$ cat src/rtl/pwm_timer.sv
`timescale 1ns/1ps
module pwm_timer #(
  parameter int CNT_W = 16,
  parameter int PSC_W = 16
) (
  input  logic             clk,
  input  logic             rst_n,
  input  logic             wr_en,
  input  logic [1:0]       wr_sel,
  input  logic [CNT_W-1:0] wr_data,
  output logic             pwm_out,
  output logic             upd_pulse,
  output logic [CNT_W-1:0] cnt_val
);

  localparam logic [CNT_W-1:0] CNT_TOP = '1;
  localparam logic [1:0] SEL_PSC = 2'd0;
  localparam logic [1:0] SEL_RLD = 2'd1;
  localparam logic [1:0] SEL_CMP = 2'd2;
  localparam logic [1:0] SEL_CTL = 2'd3;

  logic             run, rld_pre, cmp_pre, ch_en;
  logic [PSC_W-1:0] psc_act, psc_sh, pdiv;
  logic [CNT_W-1:0] arr_act, arr_sh, ccr_act, ccr_sh, cnt;
  logic             upd_q;

  wire wr_psc = wr_en && (wr_sel == SEL_PSC);
  wire wr_rld = wr_en && (wr_sel == SEL_RLD);
  wire wr_cmp = wr_en && (wr_sel == SEL_CMP);
  wire wr_ctl = wr_en && (wr_sel == SEL_CTL);

  wire tick = run && (pdiv == psc_act);
  wire wrap = tick && ((cnt == arr_act) || (cnt == CNT_TOP));

  always_ff @(posedge clk) begin
    if (!rst_n) begin
      run     <= 1'b0;
      rld_pre <= 1'b0;
      cmp_pre <= 1'b0;
      ch_en   <= 1'b0;
    end else if (wr_ctl) begin
      {ch_en, cmp_pre, rld_pre, run} <= wr_data[3:0];
    end
  end

  always_ff @(posedge clk) begin
    if (!rst_n || !run)
      pdiv <= '0;
    else if (tick)
      pdiv <= '0;
    else
      pdiv <= pdiv + 1'b1;
  end

  always_ff @(posedge clk) begin
    if (!rst_n || !run)
      cnt <= '0;
    else if (wrap)
      cnt <= '0;
    else if (tick)
      cnt <= cnt + 1'b1;
  end

  always_ff @(posedge clk) begin
    if (!rst_n) begin
      psc_sh  <= '0;
      psc_act <= '0;
    end else begin
      if (wr_psc)
        psc_sh <= wr_data[PSC_W-1:0];
      if (wr_psc && !run)
        psc_act <= wr_data[PSC_W-1:0];
      else if (wrap)
        psc_act <= psc_sh;
    end
  end

  always_ff @(posedge clk) begin
    if (!rst_n) begin
      arr_sh  <= CNT_TOP;
      arr_act <= CNT_TOP;
    end else begin
      if (wr_rld)
        arr_sh <= wr_data;
      if (wr_rld && (!run || !rld_pre))
        arr_act <= wr_data;
      else if (wrap)
        arr_act <= arr_sh;
    end
  end

  always_ff @(posedge clk) begin
    if (!rst_n) begin
      ccr_sh  <= '0;
      ccr_act <= '0;
    end else begin
      if (wr_cmp)
        ccr_sh <= wr_data;
      if (wr_cmp && (!run || !cmp_pre))
        ccr_act <= wr_data;
      else if (wrap)
        ccr_act <= ccr_sh;
    end
  end

  always_ff @(posedge clk) begin
    if (!rst_n)
      upd_q <= 1'b0;
    else
      upd_q <= wrap;
  end

  assign pwm_out   = ch_en && (cnt < ccr_act);
  assign upd_pulse = upd_q;
  assign cnt_val   = cnt;

endmodule

$ cat config.mk
export PLATFORM = sky130hd
export DESIGN_NAME = pwm_timer
export DESIGN_NICKNAME = d
export VERILOG_FILES = /design/src/rtl/pwm_timer.sv
export SDC_FILE = /design/constraint.sdc
export NUM_CORES = 1
export LEC_CHECK = 0
export BUFFER_PORTS_ARGS = -buffer_cell sky130_fd_sc_hd__buf_2
export CORE_MARGIN = 5
export CORE_UTILIZATION = 40
export CTS_CLUSTER_DIAMETER = 200
export DETAILED_ROUTE_END_ITERATION = 10
export GPL_TIMING_DRIVEN = 0
export SKIP_CTS_REPAIR_TIMING = 1
export SYNTH_ARGS = -nofsm -noshare
export SYNTH_HDL_FRONTEND = slang
export SYNTH_SLANG_ARGS = --single-unit
$ cat constraint.sdc
create_clock -name clk -period 4.24 [get_ports clk]
set_clock_uncertainty 0.05 [all_clocks]
set_input_delay 0.212 -clock clk [delete_from_list [all_inputs] [get_ports clk]]
set_output_delay 0.212 -clock clk [all_outputs]
set_load 0.03 [all_outputs]
==> results_dict.tcl, run 1 <==
set metrics [dict create \
    status "finished clean" \
    vias_per_cell 5.25 \
    antenna_found_initial 0 \
    design.core.area_sq_mm 0.0150 \
    synth.top_cells.by_count "dfxtp_1, nand2_1, mux2i_1, nor2_1, a21oi_1" \
    p_switching_uw 645 \
    ioPinCount 39 \
    ys_types 44 \
    fmax_mhz 392 \
    r2r_start "cnt_val[0]" \
    wl_per_cell_um 16.3 \
    yosys.area.top_type "dfxtp_1" \
    drt-total-wl_um 15500 \
    setup_tns_ns 0 \
    clock_sinks 133 \
    combPwrFrac_pct 6.5 \
    synth.area.top_cells "dfxtp_1, nand2_1, mux2i_1" \
    dr.pass1.iters 5 \
    yosys_warnings 0 \
    diodes 0 \
    dpl.hpwl_um 11700 \
    hold_class "in2reg" \
    fp.dieW_um 133 \
    numCtsBuffers 17 \
    syn_nets 733 \
    num_vias 4991 \
    io_buffers 37 \
    track_usage_pct 18.0 \
    yosysMostFrequentCell "dfxtp_1" \
    cp-endpoint "pwm_out" \
    insertion_delay_ns 0.41 \
    ant_nets 0 \
    gp_congestion 0.865 \
    yosys.area_share.xor_xnor_pct 7.47 \
    reg2reg_depth 9 \
    startpoint_type "register" \
    nNetsFinal 789 \
    syn_area_per_cell_sq_um 8.74 \
    place_area_sq_mm 0.00650 \
    sw_frac_of_total_pct 23.0 \
    syn_to_final_growth_pct 15.5 \
    synthFlopType "dfxtp_1" \
    start_util_pct 40.4 \
    arrival_ns 2.29 \
    clockPowerShare_pct 46.5 \
    synth-simple-area-share_pct 19.7 \
    async_flop_share_pct 0 \
    grt_max_degree 17 \
    chipHeight_um 133 \
    grt_pass1_wl_um 25200 \
    root_buffer "clkbuf_16" \
    netlist.area_leader.share_pct 43.8 \
    synthAdderAreaFrac_pct 3.50 \
    die_area_sq_mm 0.0178 \
    drv_slew 0 \
    drive_above_1_share_pct 11.8 \
    setup_viol 0 \
    rsz0062_at_grt "no" \
    drc_errors 0 \
    clk_pin_slew_ns 0.05 \
    period_minus_slack_ns 2.55 \
    p_int_uw 2150 \
    crit_required_ns 3.98 \
    crit_path_max_fanout 6 \
    rrSetupSlack_ns 1.80 \
    final_area_sq_mm 0.00702 \
    grt.overflow.total 0 \
    post-route-period-util_pct 60.1 \
    crit_start "cnt_val[9]" \
    cellLeakagePower_uw 0.00291 \
    tritoncts "yes" \
    syn_area_sq_mm 0.00608 \
    synth_edf_count 0 \
    worstSetupPathType "reg2out" \
    muxShareOfSynthArea_pct 7.58 \
    timing.slew.headroom_pct 62.2 \
    grt_pass1_vias 4848 \
    synth-compound-area-share_pct 14.0 \
    timing.rr.end "arr_act[9]" \
    powerDensity_mw_per_mm2 399 \
    htree_levels 4 \
    cap_viol_max_count 0 \
    clockBufferDepth 2 \
    ys_seq_elements 133 \
    syn_inst 695 \
    crit_path_end_kind "primary output" \
    synth.yosys.seq_area_share_pct 43.8 \
    drtIter0Drc 324 \
    finalHoldViolCount 0 \
    p_seq_share_pct 47.0 \
    ir_drop_v 0.000286 \
    num_rows 45 \
    synth_top_family_by_area "simple AND/OR/NAND/NOR gates" \
    worst_pin_slew_ns 0.565 \
]
## metrics by stage
stage	hold slack (ns)	setup WS, ns	util (%)	total power [uW]	std cells
5_1_grt	0.0851	1.56	46.7	2900	950
4_1_cts	0.0696	1.66	46.7	2820	950
3_5_place_dp	0.408	1.81	43.2	1520	920
2_1_floorplan	0.271	1.90	-	1450	695
3_3_place_gp	0.400	1.82	43.2	1510	920
6_report	0.0819	1.69	46.7	2800	950
## flip-flops by register name, summed over array words and instances, names as in the netlist
name / count
arr_act: 16
arr_sh: 16
ccr_act: 16
ccr_sh: 16
cnt_val: 16
pdiv: 16
psc_act: 16
psc_sh: 16
ch_en: 1
cmp_pre: 1
rld_pre: 1
run: 1
upd_pulse: 1
## critical path, stage by stage (launching register included)
cell and delay, ns:
dfxtp_1 0.43, ha_1 0.29, a21o_1 0.19, a21o_1 0.18, a21o_1 0.17, a21oi_1 0.12
o21ai_0 0.08, a31oi_1 0.18, buf_2 0.23
## worst min path at each step
stage                      startpoint  depth (start not counted)  slack, ns         end
final                     wr_data[15]                          3       0.08  psc_sh[15]
after global routing      wr_data[15]                          3       0.09  psc_sh[15]
after CTS                 wr_data[15]                          3       0.07  ccr_sh[15]
after detailed placement    ccr_sh[3]                          2       0.41   ccr_sh[3]
after global placement     ccr_sh[12]                          2       0.40  ccr_sh[12]
after floorplan            wr_data[0]                          2       0.27  ccr_act[0]
## logic make-up after synthesis
logic type      count (synthesis)
xor+xnor                       51
compound gates                133
fa+ha+maj                      17
buf+inv                        55
flops                         133
mux                            46
simple gates                  260
## area by class of cell
| class | count | area (sq um) |
|---|---|---|
| multi-input combinational | 507 | 3180 |
| fill | 1456 | 8020 |
| timing repair buffer | 37 | 185 |
| clock buffer | 25 | 495 |
| sequential | 133 | 2660 |
| inverter | 19 | 71.3 |
| clock inverter | 5 | 25.0 |
| tap | 188 | 235 |
| buffer | 36 | 165 |
## power groups by stage
stage	registers [uW]	clock network, uW	logic, uW
5_1_grt	1320	1380	203
2_1_floorplan	1330	0	118
4_1_cts	1310	1320	182
6_report	1310	1300	182
3_5_place_dp	1340	0	181
3_3_place_gp	1340	0	176
## layout by cell type (no fill, tap or decap), types with 6 or more instances in the layout
cell       instances
nand2_1          126
clkbuf_16         17
ha_1              17
o21a_1             7
or4_1              6
nor2_1            46
clkbuf_1          28
nand4_1           11
inv_1             19
xnor2_1           36
a21o_1             8
buf_2             43
dfxtp_1          133
o221a_2            7
a21boi_0          32
o21ai_0           32
nand3_1           37
a21oi_1           39
mux2i_1           46
xor2_1            14
## per-layer routing
metal / up-vias / track usage [%] / share of wire, %
met5: - / 0 / 0
met1: 2338 / 24.1 / 48
met2: 136 / 28.2 / 46
li1: 2496 / - / -
met3: 21 / 4.19 / 4.5
met4: 0 / 6.74 / 2.0
Note: power is estimated with default switching activity, not from simulation.
==> run 2: changes to the inputs <==
==> constraint.sdc (replaced) <==
create_clock -name clk -period 2.3 [get_ports clk]
set_clock_uncertainty 0.05 [all_clocks]
set_input_delay 0.115 -clock clk [delete_from_list [all_inputs] [get_ports clk]]
set_output_delay 0.115 -clock clk [all_outputs]
set_load 0.03 [all_outputs]
==> results_dict.tcl, run 2 (synthesis results as in run 1) <==
set metrics [dict create \
    status "finished, violations left" \
    violations "hold timing" \
    drv_slew 0 \
    io_buffers 37 \
    utilization_pct 48.9 \
    final_area_sq_mm 0.00736 \
    ant_nets 0 \
    dpl.hpwl_um 11700 \
    reg2reg_depth 8 \
    hold_depth 3 \
    setup_tns_ns 0 \
    clk_pin_slew_ns 0.05 \
    diodes 0 \
    grt.overflow.total 0 \
    ir_drop_v 0.000512 \
    track_usage_pct 18.0 \
    drc_errors 0 \
    setup_viol 0 \
    worstSetupPathType "reg2out" \
    ioPinCount 39 \
    arrival_ns 2.08 \
    worst-path-buf-inv 2 \
    drt-total-wl_um 15900 \
    use_met2_pct 28.2 \
    startpoint_type "register" \
    chipHeight_um 133 \
    finalHoldViolCount 2 \
    drive_above_1_share_pct 17.5 \
    cap_viol_max_count 0 \
    grt_util_met3_pct 4.19 \
    num_vias 5040 \
    final_common_cell "nand2_1" \
    start_util_pct 40.4 \
    crit_required_ns 2.13 \
    critical_path.most_common_cell "a21o_1" \
    gp_congestion 0.865 \
    antenna_found_initial 0 \
    root_buffer "clkbuf_16" \
    place_area_sq_mm 0.00650 \
    path_delay_family "compound AO/OA/AOI/OAI gates" \
    powerDensity_mw_per_mm2 706 \
    wl_per_cell_um 16.4 \
    nNetsFinal 806 \
    syn_to_final_growth_pct 21.1 \
    use_met1_pct 24.1 \
    timing.slew.headroom_pct 60.0 \
    hold_class "in2reg" \
    die_area_sq_mm 0.0178 \
    busiest_layer "met2" \
    grt_pass1_wl_um 25200 \
    numCtsBuffers 17 \
    cp.depth 9 \
    clock_sinks 133 \
    dr.pass1.iters 5 \
    period_minus_slack_ns 2.24 \
    clockBufferDepth 2 \
    design.core.area_sq_mm 0.0150 \
    slowest_delay_ns 0.33 \
    crit_path_max_fanout 2 \
    vias_per_cell 5.21 \
    tritoncts "yes" \
    crit_slowest_cell "dfxtp_2" \
    rsz0062_at_grt "yes" \
    final_cell_mix "nand2_1, dfxtp_1, mux2i_1" \
    drtIter0Drc 383 \
    post-route-period-util_pct 97.6 \
    grt_max_degree 17 \
    insertion_delay_ns 0.41 \
    setup_slack_ns 0.0550 \
    htree_levels 4 \
    fp.dieW_um 133 \
    cellLeakagePower_uw 0.00304 \
    preCtsSetupSlack_ns -0.126 \
    fmax_mhz 445 \
    whs_ns -0.00595 \
    cp_cell_sequence "inv_2 -> ha_4 -> a21o_1 -> a21o_1 -> a21o_1 -> a21oi_2 -> o21ai_1 -> a31oi_1 -> buf_4" \
    worst_pin_slew_ns 0.598 \
    grt_pass1_vias 4848 \
    num_rows 45 \
    crit_path_end_kind "primary output" \
]
run 2: cell count changes in the layout (fill, tap and decap cells not counted), sizes merged:
cell / delta
buf: +9
clkbuf: +1
dlygate4sd3: +7
run 2: path summary, 6_finish.rpt:
path	start	end	slack, ns
max	ccr_act[9]	pwm_out	0.06
min	wr_data[5]	ccr_act[5]	-0.006
max reg2reg	cnt_val[7]	psc_act[4]	0.07
min reg2reg	ccr_sh[6]	ccr_sh[6]	0.41
run 2: worst register-to-register path, cell delays in order (launching register included):
cell	delay (ns)
dfxtp_2	0.42
nand4_1	0.26
nor3_2	0.28
and4_4	0.27
o211ai_4	0.13
buf_6	0.18
buf_2	0.15
o221a_2	0.28
o21a_1	0.10
run 2: routing by layer:
| layer | part of all wire [%] | routed length, um |
|---|---|---|
| met2 | 46 | 7330 |
| met1 | 47 | 7530 |
| met3 | 4.5 | 709 |
| met4 | 1.9 | 304 |
| met5 | 0 | 0 |
run 2: cell type report:
cell class,count,area [sq um]
clock inverter,5,25.0
timing repair buffer,54,352
buffer,36,195
tap,188,235
multi-input combinational,507,3280
inverter,19,71.3
sequential,133,2700
clock buffer,25,495
fill,1431,7670
run 2: where the power goes:
part / internal (uW) / switching [uW] / total, uW
clock: 1470 / 934 / 2400
combinational: 153 / 218 / 371
sequential: 2370 / 49.0 / 2420
run 2: per-stage QoR:
step	cells	hold slack [ns]	power, uW
after floorplan	695	0.174	2670
after global placement	920	0.396	2790
after detailed placement	920	0.402	2810
after CTS	950	-0.0274	5190
after global routing	967	0.00291	5380
final	967	-0.00595	5190
==> run 3: changes to the inputs <==
--- a/config.mk
+++ b/config.mk
@@ -5,11 +5,11 @@
 export SDC_FILE = /design/constraint.sdc
 export NUM_CORES = 1
 export LEC_CHECK = 0
-export BUFFER_PORTS_ARGS = -buffer_cell sky130_fd_sc_hd__buf_2
-export CORE_MARGIN = 5
+export CORE_MARGIN = 2
 export CORE_UTILIZATION = 40
 export CTS_CLUSTER_DIAMETER = 200
 export DETAILED_ROUTE_END_ITERATION = 10
+export DONT_BUFFER_PORTS = 1
 export GPL_TIMING_DRIVEN = 0
 export SKIP_CTS_REPAIR_TIMING = 1
 export SYNTH_ARGS = -nofsm -noshare
==> constraint.sdc (replaced) <==
create_clock -name clk -period 2.3 [get_ports clk]
set_clock_uncertainty 0.05 [all_clocks]
set_input_delay 0.115 -clock clk [delete_from_list [all_inputs] [get_ports clk]]
set_output_delay 0.115 -clock clk [all_outputs]
set_load 0.05 [all_outputs]
==> results_dict.tcl, run 3 (synthesis results as in run 1) <==
set metrics [dict create \
    cap_viol_max_count 0 \
    wl_per_cell_um 17.0 \
    root_buffer "clkbuf_16" \
    nNetsFinal 779 \
    drc_errors 0 \
    htree_levels 4 \
    powerDensity_mw_per_mm2 747 \
    worstSetupPathType "reg2out" \
    utilization_pct 48.9 \
    place_area_sq_mm 0.00633 \
    gp_congestion 0.827 \
    grt_pass1_vias 4674 \
    fmax_mhz 420 \
    design.core.area_sq_mm 0.0150 \
    dr.pass1.iters 5 \
    crit_path_max_fanout 6 \
    finalHoldViolCount 0 \
    rrSetupSlack_ns -0.05 \
    ant_nets 0 \
    tritoncts "yes" \
    period_minus_slack_ns 2.38 \
    final_cell_mix "nand2_1, dfxtp_1, mux2i_1" \
    syn_to_final_growth_pct 21.0 \
    drt-total-wl_um 16100 \
    crit_slowest_cell "dfxtp_4" \
    design_power_total_uw 5500 \
    ir_drop_v 0.000517 \
    die_area_sq_mm 0.0162 \
    worst_pin_slew_ns 0.767 \
    timing.slew.headroom_pct 48.7 \
    final_common_cell "nand2_1" \
    grt.overflow.total 0 \
    final_area_sq_mm 0.00736 \
    hold_depth 3 \
    rsz0062_at_grt "yes" \
    vias_per_cell 5.36 \
    grt_pass1_wl_um 24800 \
    critical_path.most_common_cell "a21o_1" \
    post-route-period-util_pct 104 \
    chipHeight_um 127 \
    slowest_delay_ns 0.48 \
    drive_above_1_share_pct 12.9 \
    drtIter0Drc 336 \
    numCtsBuffers 17 \
    setup_slack_ns -0.0826 \
    ioPinCount 39 \
    io_buffers 0 \
    track_usage_pct 19.8 \
    grt_max_degree 17 \
    crit_required_ns 2.13 \
    reg2reg_depth 9 \
    dpl.hpwl_um 11500 \
    start_util_pct 40.4 \
    violations "setup timing" \
    arrival_ns 2.22 \
    clockBufferDepth 2 \
    cp_cell_sequence "ha_4 -> a21o_1 -> a21o_1 -> a21o_1 -> a21oi_2 -> o21ai_2 -> a31oi_4" \
    insertion_delay_ns 0.43 \
    clock_sinks 133 \
    num_rows 45 \
    clk_pin_slew_ns 0.06 \
    antenna_found_initial 2 \
    status "finished, violations left" \
    crit_path_end_kind "primary output" \
    cellLeakagePower_uw 0.00292 \
    num_vias 5056 \
    hold_class "in2reg" \
    setup_viol 15 \
    drv_slew 0 \
    fp.dieW_um 127 \
    startpoint_type "register" \
]
==> run 3: cell count changes in the layout (fill, tap and decap cells not counted), sizes merged, moves of 3 or more <==
cell	delta
clkinvlp	+5
clkinv	-3
dlygate4sd3	+10
clkbuf	-7
inv	+6
buf	-38
==> run 3: through the flow <==
stage | instances | hold WS, ns | setup slack, ns | setup TNS (ns)
finish | 944 | 0.0361 | -0.0826 | -0.402
floorplan | 695 | 0.174 | -0.00542 | -0.00542
global placement | 883 | 0.177 | -0.385 | -19.41
detailed placement | 883 | 0.184 | -0.430 | -20.93
CTS | 915 | -0.260 | -0.618 | -22.05
global route | 943 | 0.0347 | -0.147 | -3.91
==> run 3: area by class of cell <==
class,instances,area [sq um]
fillers,1366,7680
multi-input cells,507,3280
flip-flops and latches,133,2710
clock buffers,17,425
repair buffers,27,249
well taps,188,235
plain buffers,36,209
clock inverters,15,168
inverters,19,71.3
diodes,2,5.00
==> run 3: critical path: cells and delay by family (launching register included) <==
family	cells	cell delay (ns)
AO/OA/AOI/OAI	6	1.07
flip-flops	1	0.48
adder cells (fa/ha/maj)	1	0.24
==> run 3: per-layer routing <==
metal	track usage, %	vias to the layer above	part of all wire [%]
met5	0	-	0
met1	26.1	2423	46
met2	31.8	128	47
met4	6.46	0	1.4
li1	-	2491	-
met3	5.28	14	5.6
==> run 3: worst paths after layout <==
| path | startpoint | end |
|---|---|---|
| worst max-delay path | cnt_val[9] | pwm_out |
| worst min-delay path | wr_en | psc_sh[6] |
| worst max register to register | cnt_val[0] | arr_act[8] |
| worst min register to register | psc_sh[3] | psc_sh[3] |
==> run 3: power breakdown <==
group	internal, uW	switching (uW)	total [uW]
Combinational	150	223	373
Sequential	2360	47.9	2410
Clock	1620	1100	2720
Total	4130	1370	5500
